`src/rtl/pwm_sync_pkg.sv`:
```
package pwm_sync_pkg;
  // Default width of the pulse length operand.
  localparam int unsigned PW_W_DEF        = 8;
  // Default number of synchronizer flops on the external pin.
  localparam int unsigned SYNC_STAGES_DEF = 2;
  // Default number of consecutive synchronized high cycles to accept a pulse.
  localparam int unsigned MIN_HI_DEF      = 3;

  // Source of restart requests.
  typedef enum logic {
    SRC_LOCAL = 1'b0,
    SRC_PIN   = 1'b1
  } sync_src_e;
endpackage

```
`src/rtl/pwm_sync_rst.sv`:
```
module pwm_sync_rst #(
  parameter int unsigned STAGES = 2
) (
  input  logic clk,
  input  logic rst_n,
  output logic rst_core_n
);
  logic [STAGES-1:0] rs_q;

  always_ff @(posedge clk or negedge rst_n) begin
    if (!rst_n) rs_q <= '0;
    else        rs_q <= {rs_q[STAGES-2:0], 1'b1};
  end

  assign rst_core_n = rs_q[STAGES-1];
endmodule

```
`src/rtl/pwm_sync_width.sv`:
```
module pwm_sync_width #(
  parameter int unsigned PW_W = 8
) (
  input  logic            clk,
  input  logic            rst_n,
  input  logic            trig_i,
  input  logic [PW_W-1:0] width_i,
  output logic            pulse_o
);
  logic [PW_W-1:0] cnt_q, cnt_d;
  logic            act_q, act_d;
  logic            cnt_en;

  // Counter only moves on a trigger or while a pulse is live.
  assign cnt_en = trig_i | act_q;

  always_comb begin
    cnt_d = cnt_q;
    act_d = act_q;
    if (trig_i) begin
      cnt_d = width_i;
      act_d = 1'b1;
    end else if (act_q) begin
      if (cnt_q == '0) act_d = 1'b0;
      else             cnt_d = cnt_q - 1'b1;
    end
  end

  always_ff @(posedge clk or negedge rst_n) begin
    if (!rst_n) begin
      cnt_q <= '0;
      act_q <= 1'b0;
    end else if (cnt_en) begin
      cnt_q <= cnt_d;
      act_q <= act_d;
    end
  end

  assign pulse_o = act_q;
endmodule

```
`src/rtl/pwm_sync_ext.sv`:
```
module pwm_sync_ext #(
  parameter int unsigned SYNC_STAGES = 2,
  parameter int unsigned MIN_HI      = 3
) (
  input  logic clk,
  input  logic rst_n,
  input  logic pin_i,
  input  logic en_i,
  output logic restart_o
);
  localparam int unsigned CNT_W = $clog2(MIN_HI + 1);
  localparam logic [CNT_W-1:0] HI_MAX  = CNT_W'(MIN_HI);
  localparam logic [CNT_W-1:0] HI_FIRE = CNT_W'(MIN_HI - 1);

  logic [SYNC_STAGES-1:0] sync_q;
  logic                   level;
  logic [CNT_W-1:0]       hi_q, hi_d;
  logic                   req_q, req_d;

  // Synchronizer chain, one flop per stage.
  always_ff @(posedge clk or negedge rst_n) begin
    if (!rst_n) sync_q <= '0;
    else        sync_q <= {sync_q[SYNC_STAGES-2:0], pin_i};
  end

  assign level = sync_q[SYNC_STAGES-1];

  // Run-length of the synchronized high level, saturating at MIN_HI; the
  // request fires once, on the cycle the run reaches MIN_HI.
  always_comb begin
    if (!level)              hi_d = '0;
    else if (hi_q == HI_MAX) hi_d = hi_q;
    else                     hi_d = hi_q + 1'b1;
    req_d = level & (hi_q == HI_FIRE) & en_i;
  end

  always_ff @(posedge clk or negedge rst_n) begin
    if (!rst_n) begin
      hi_q  <= '0;
      req_q <= 1'b0;
    end else begin
      hi_q  <= hi_d;
      req_q <= req_d;
    end
  end

  assign restart_o = req_q;
endmodule

```
`src/rtl/pwm_sync_gen.sv`:
```
module pwm_sync_gen
  import pwm_sync_pkg::*;
#(
  parameter int unsigned PW_W        = PW_W_DEF,
  parameter int unsigned SYNC_STAGES = SYNC_STAGES_DEF,
  parameter int unsigned MIN_HI      = MIN_HI_DEF
) (
  input  logic            clk,
  input  logic            rst_n,
  input  logic            period_start_i,
  input  logic            midpoint_i,
  input  logic            dbl_update_i,
  input  logic [PW_W-1:0] pulse_width_i,
  input  logic            ext_sel_i,
  input  logic            ext_sync_i,
  output logic            sync_pulse_o,
  output logic            restart_o
);
  logic      rst_core_n;
  logic      trig;
  sync_src_e src;

  pwm_sync_rst #(.STAGES(2)) i_rst (
    .clk        (clk),
    .rst_n      (rst_n),
    .rst_core_n (rst_core_n)
  );

  assign trig = period_start_i | (dbl_update_i & midpoint_i);
  assign src  = sync_src_e'(ext_sel_i);

  pwm_sync_width #(.PW_W(PW_W)) i_width (
    .clk     (clk),
    .rst_n   (rst_core_n),
    .trig_i  (trig),
    .width_i (pulse_width_i),
    .pulse_o (sync_pulse_o)
  );

  pwm_sync_ext #(.SYNC_STAGES(SYNC_STAGES), .MIN_HI(MIN_HI)) i_ext (
    .clk       (clk),
    .rst_n     (rst_core_n),
    .pin_i     (ext_sync_i),
    .en_i      (src == SRC_PIN),
    .restart_o (restart_o)
  );
endmodule

```
`config.mk`:
```
export PLATFORM = sky130hd
export DESIGN_NAME = pwm_sync_gen
export DESIGN_NICKNAME = d
export VERILOG_FILES = /design/src/rtl/pwm_sync_pkg.sv /design/src/rtl/pwm_sync_rst.sv /design/src/rtl/pwm_sync_width.sv /design/src/rtl/pwm_sync_ext.sv /design/src/rtl/pwm_sync_gen.sv
export SDC_FILE = /design/constraint.sdc
export NUM_CORES = 1
export LEC_CHECK = 0
export BUFFER_PORTS_ARGS = -buffer_cell sky130_fd_sc_hd__clkbuf_2
export CAP_MARGIN = 10
export CORE_UTILIZATION = 30
export CTS_CLUSTER_DIAMETER = 120
export DETAILED_ROUTE_END_ITERATION = 6
export GPL_TIMING_DRIVEN = 0
export PLACE_DENSITY_LB_ADDON = 0.15
export SYNTH_ARGS = -nofsm -noshare
export SYNTH_HDL_FRONTEND = slang
export SYNTH_SLANG_ARGS = --single-unit
export TNS_END_PERCENT = 10
```
`constraint.sdc`:
```
create_clock -name clk -period 0.8 [get_ports clk]
set_input_delay 0.16 -clock clk [delete_from_list [all_inputs] [get_ports clk]]
set_output_delay 0.16 -clock clk [all_outputs]
set_load 0.005 [all_outputs]
```
Word-level counts from Yosys, hierarchy flattened
Index checks and enable logic that the tools add are counted.
{ "totals": {"wordCells": 28, "mem_bits_ro": 0, "mem_bits_rw": 0, "ff_bits": 16, "latch_bits": 0, "memories": 0} }
{ "classes": {"eq_ne": 4, "n_reduce_logical": 3, "n_shift": 0, "magnitude_cmp": 0, "addsub": 2, "bitwise": 5, "n_mul": 0, "div": 0, "n_mux": 8} }
{ "ops": {"columns": ["operator", "count"], "rows": [
  ["8-bit 2-to-1 mux", 3],
  ["8-bit zero test", 1],
  ["8-bit by 1-bit subtractor with 8-bit output, second input constant", 1],
  ["2-bit == test, second input constant", 2],
  ["2-bit 2-to-1 mux", 2],
  ["1-bit bitwise AND", 3],
  ["1-bit 2-to-1 mux", 3],
  ["3-bit AND reduction", 1],
  ["2-bit by 1-bit adder with 2-bit output, second input constant", 1],
  ["2-bit by 1-bit != test with 1-bit output, second input constant", 1],
  ["2-bit != test, second input constant", 1],
  ["1-bit OR", 2],
  ["2-bit nonzero test", 1]
]} }

Depth between registers and ports, before layout
{ "depth": {"ltp_word": 4, "depth_mapped": 6, "ltp_nobuf": 6} }

Hierarchy
Synthesis repeated with hierarchy kept, for this count alone.
{ "hier_totals": {"cells_unflattened": 83, "hier_area_um2": 835.8} }
{ "modules_own_cells": {"columns": ["module", "seq_area_each_um2", "area_each_um2", "n_inst", "cells_each"], "rows": [
  ["pwm_sync_width", 225.2, 578.1, 1, 65],
  ["pwm_sync_ext", 125.1, 196.4, 1, 14],
  ["pwm_sync_rst", 50.0, 53.8, 1, 3],
  ["pwm_sync_gen", 0.0, 7.5, 1, 1]
]} }

Worst setup path before layout
Ideal clock, no wire load.
{ "synth_path": {"kind": "reg-to-reg", "start": "register i_width.cnt_q[0]", "end": "register i_width.cnt_q[2]", "path_stages_with_launch": 7, "slack_ns": -1.398, "path_buffers": 0, "synth_period_minus_slack_ns": 2.198, "setup_ns": 0.125, "arrival_ns": 2.073, "cell_sequence": "dfrtp_1 inv_1 ha_1 or4b_4 or4_4 a32o_1 mux2_2"} }
{ "synth_between": {"elab_chain_cells": 4, "elab_cells_between_ends": 7, "classes_between": "1 x add/sub; 1 x eq/ne; 3 x mux; 2 x reduce/logical"} }
{ "synth_rtl": {"columns": ["element", "line", "text"], "rows": [
  ["start, declared", "pwm_sync_width.sv:10", "logic [PW_W-1:0] cnt_q, cnt_d;"],
  ["start signal, assigned", "pwm_sync_width.sv:34", "cnt_q <= cnt_d;"],
  ["8-bit by 1-bit subtractor with 8-bit output", "pwm_sync_width.sv:25", "else cnt_d = cnt_q - 1'b1;"],
  ["8-bit 2-to-1 mux", "pwm_sync_width.sv:24", "if (cnt_q == '0) act_d = 1'b0;"],
  ["8-bit 2-to-1 mux", "pwm_sync_width.sv:23", "end else if (act_q) begin"],
  ["8-bit 2-to-1 mux", "pwm_sync_width.sv:20", "if (trig_i) begin"]
]} }
Several ways; a longest one is shown, not always the timed one. The select of a mux whose other input is x is not followed.
A chain may end at the register's enable or synchronous reset.

Final worst setup path
Ends and elaborated chain as after synthesis.

==> flow_summary_export.csv <==
group,metric,value,unit
final_layout,antenna_cells,0,
worst_setup_path,max_stage_delay,450,ps
worst_setup_path,end_kind,"register",
place,place_inst,121,
final_layout,area_growth,38.3,%
synthesis,ys_types,30,
global_route,grt_max_degree,15,
worst_setup_path,critPathMaxFanout,2,
floorplan,die_x,53.1,microns
synthesis,avgSynthCellArea,10.5,sq um
route,dr_wl_met3,58,microns
sta,clock-skew-final,6.86,ps
route,postRouteAntennaNets,0,
synthesis,synth_simple_gate_area_share,22.5,%
sta,rsz0062_at_grt,"yes",
floorplan,rows,18,
clocking,htreeDepth,1,
worst_hold_path,hold_path.class,"input port to register",
worst_setup_path,start_kind,"register",
sta,post-route-min-period,2100,ps
synthesis,synth-compound-area-share,12.1,%
global_route,grt_pass1_wl,2750,microns
synthesis,synthMuxAreaShare,3.99,%
route,viasPerCell,4.76,
synthesis,synthXorXnorAreaFrac,2.23,%
place,post-dp-hpwl,1130,microns
final_layout,fin_area,1080,sq um
worst_setup_path,crit_type,"register to register",
clocking,clkLatencyLatePin,290,ps
sta,hold_viol,0,
place,place.gp.congestion,0.689,
final_layout,fin_nets,122,
global_route,track_usage,14.4,%
worst_setup_path,crit_family,"simple AND/OR/NAND/NOR gates",
sta,finalSetupViolCount,14,
clocking,cts_max_path_buffers,2,
run,drv_cap,0,
global_route,antenna_found_initial,0,
global_route,grt_pass1_vias,602,
synthesis,yosys_register_bits,16,
worst_setup_path,worstPathCellList,"inv_2 -> ha_4 -> or4b_4 -> or4_4 -> a32o_1 -> mux2_4",
route,drcViolationCount,0,
clocking,cts_tree,"built",
route,wire_per_inst,12.8,microns
synthesis,syn_nets,93,
sta,tightestPinTransition,577,ps
route,via_count,633,
clocking,cts_buffers,3,
sta,fmax,477,MHz
floorplan,start_util,31.7,%
route,top_layer_used,"met4",
floorplan,boundaryPins,17,
route,wl_met2,845,microns
clocking,clkSlewWorstSetupHoldPaths,100,ps
sta,slew_headroom,61.6,%
power_and_ir_drop,power_density,1780,nW/um^2
sta,period_share,262,%
route,met1_length,774,microns
floorplan,coreArea,2480,sq um
synthesis,syn-cell-area,785,sq um
route,drt_iter0_drc,5,
global_route,grt_remaining_overflow,0,
power_and_ir_drop,p_leak,0.492,nW
synthesis,synth_fa_ha_area_share,4.78,%
clocking,cts.sinks,16,
route,drtPass1Iterations,4,
place,port_buffers,16,
final_layout,stdcell_count,133,
worst_setup_path,critPathRequiredTime,970,ps
synthesis,seq_area_frac_synth,51.0,%
route,wl,1700,microns
sta,worst_slack,-1300,ps
place,placed_area,915,sq um
worst_setup_path,cp.arrival,2270,ps
status,violations,"negative setup slack",
final_layout,layout_common_cells,"dfrtp_1 (16), clkbuf_2 (16), nor2_1 (9)",
clocking,root_buffer,"clkbuf_4",
sta,slew_violations,0,
floorplan,dieArea,2820,sq um
power_and_ir_drop,peakVddDrop,1.22,mV
worst_setup_path,path_buf_inv,1,
synthesis,yosys_warnings,0,
worst_setup_path,slowest_stage,"or4b_4",
final_layout,layout-drive-gt1-share,38.8,%
synthesis,synth_cells,75,
synthesis,synth_top_family_by_area,"simple AND/OR/NAND/NOR gates",
status,status,"complete, but fails checks",
floorplan,die_h,53.1,microns
==> per-layer routing <==
| metal | track usage (%) | vias up |
|---|---|---|
| li1 | - | 321 |
| met1 | 17.2 | 299 |
| met2 | 23.4 | 11 |
| met3 | 6.03 | 2 |
| met4 | 3.95 | 0 |
| met5 | 0 | - |
==> through the flow <==
stage / utilization (%) / setup TNS, ps / hold WS, ps / worst slack (ps) / power [mW]
global route: 43.8 / -10510 / 98.5 / -1370 / 2.06
CTS: 42.8 / -9660 / 104 / -1360 / 1.93
global placement: 36.9 / -9290 / -53.6 / -1430 / 1.29
floorplan: - / -7470 / -136 / -1330 / 1.20
detailed placement: 36.9 / -9390 / -50.6 / -1430 / 1.30
finish: 43.8 / -9350 / 110 / -1300 / 1.93
==> registers in the layout, indices dropped and copies added, names as in the netlist <==
name	flops
i_rst.rs_q	2
i_ext.sync_q	2
i_width.cnt_q	8
i_ext.restart_o	1
i_width.pulse_o	1
i_ext.hi_q	2
==> path summary, 6_finish.rpt <==
kind,startpoint,end,slack (ps),depth (start not counted)
min in group asynchronous,rst_n,i_rst.rs_q[1],180,2
worst min register to register,i_rst.rs_q[1],i_width.cnt_q[0],230,0
worst max register to register,i_width.cnt_q[0],i_width.cnt_q[2],-1300,6
max in group asynchronous,i_rst.rs_q[1],i_ext.hi_q[1],190,0
worst max-delay path,i_width.cnt_q[0],i_width.cnt_q[2],-1300,6
worst min-delay path,ext_sel_i,i_ext.restart_o,110,2
==> layout make-up <==
class / instances / area (sq um)
Fill cell: 257 / 1390
Multi-Input combinational cell: 53 / 439
Sequential cell: 16 / 400
Timing Repair Buffer: 24 / 149
Tap cell: 30 / 37.5
Clock buffer: 4 / 36.3
Inverter: 5 / 18.8
Buffer: 1 / 3.75
==> logic make-up after synthesis <==
family / count (synthesis)
simple gates: 30
flops: 16
compound gates: 14
buf+inv: 6
fa+ha+maj: 3
mux: 3
xor+xnor: 2
other cells: 1
==> cells in the mapped netlist <==
master	n	area, sq um
nor2_1	9	33.8
conb_1	1	3.75
nand4b_1	1	8.76
and2_1	2	12.5
or4b_1	1	10.0
xnor2_1	2	17.5
or4b_4	1	13.8
and3_1	1	6.26
clkbuf_1	1	3.75
mux2_2	1	11.3
or4_4	1	11.3
a21oi_1	5	25.0
nand3_1	2	10.0
o41ai_2	1	16.3
nand2_1	6	22.5
nor3_1	1	5.00
nor4_1	1	6.26
a32o_1	1	10.0
o21ai_1	1	5.00
o31ai_1	1	7.51
inv_1	5	18.8
ha_1	3	37.5
a31oi_1	3	18.8
o21ai_0	1	5.00
dfrtp_1	16	400
o211ai_1	1	7.51
nand4bb_1	2	22.5
and2b_1	1	7.51
mux2i_1	2	20.0
nor2b_1	1	6.26
==> power breakdown <==
part           internal (mW)  switching, mW
clock network          0.277          0.261
registers              0.888          0.121
logic                  0.221          0.163
total                   1.39          0.544
==> timing repair <==
| item | 4_1_cts | 5_1_grt |
|---|---|---|
| endpoints found under the hold margin | 3 | 0 |
| hold buffers | 2 | 0 |
| pin swaps | 8 | 2 |
| buffers inserted | 6 | 0 |
| resized for setup | 8 | 4 |
| gates cloned | 0 | 0 |
| setup endpoints to repair | 14 | 14 |
Power figures use the tool's default switching activity.
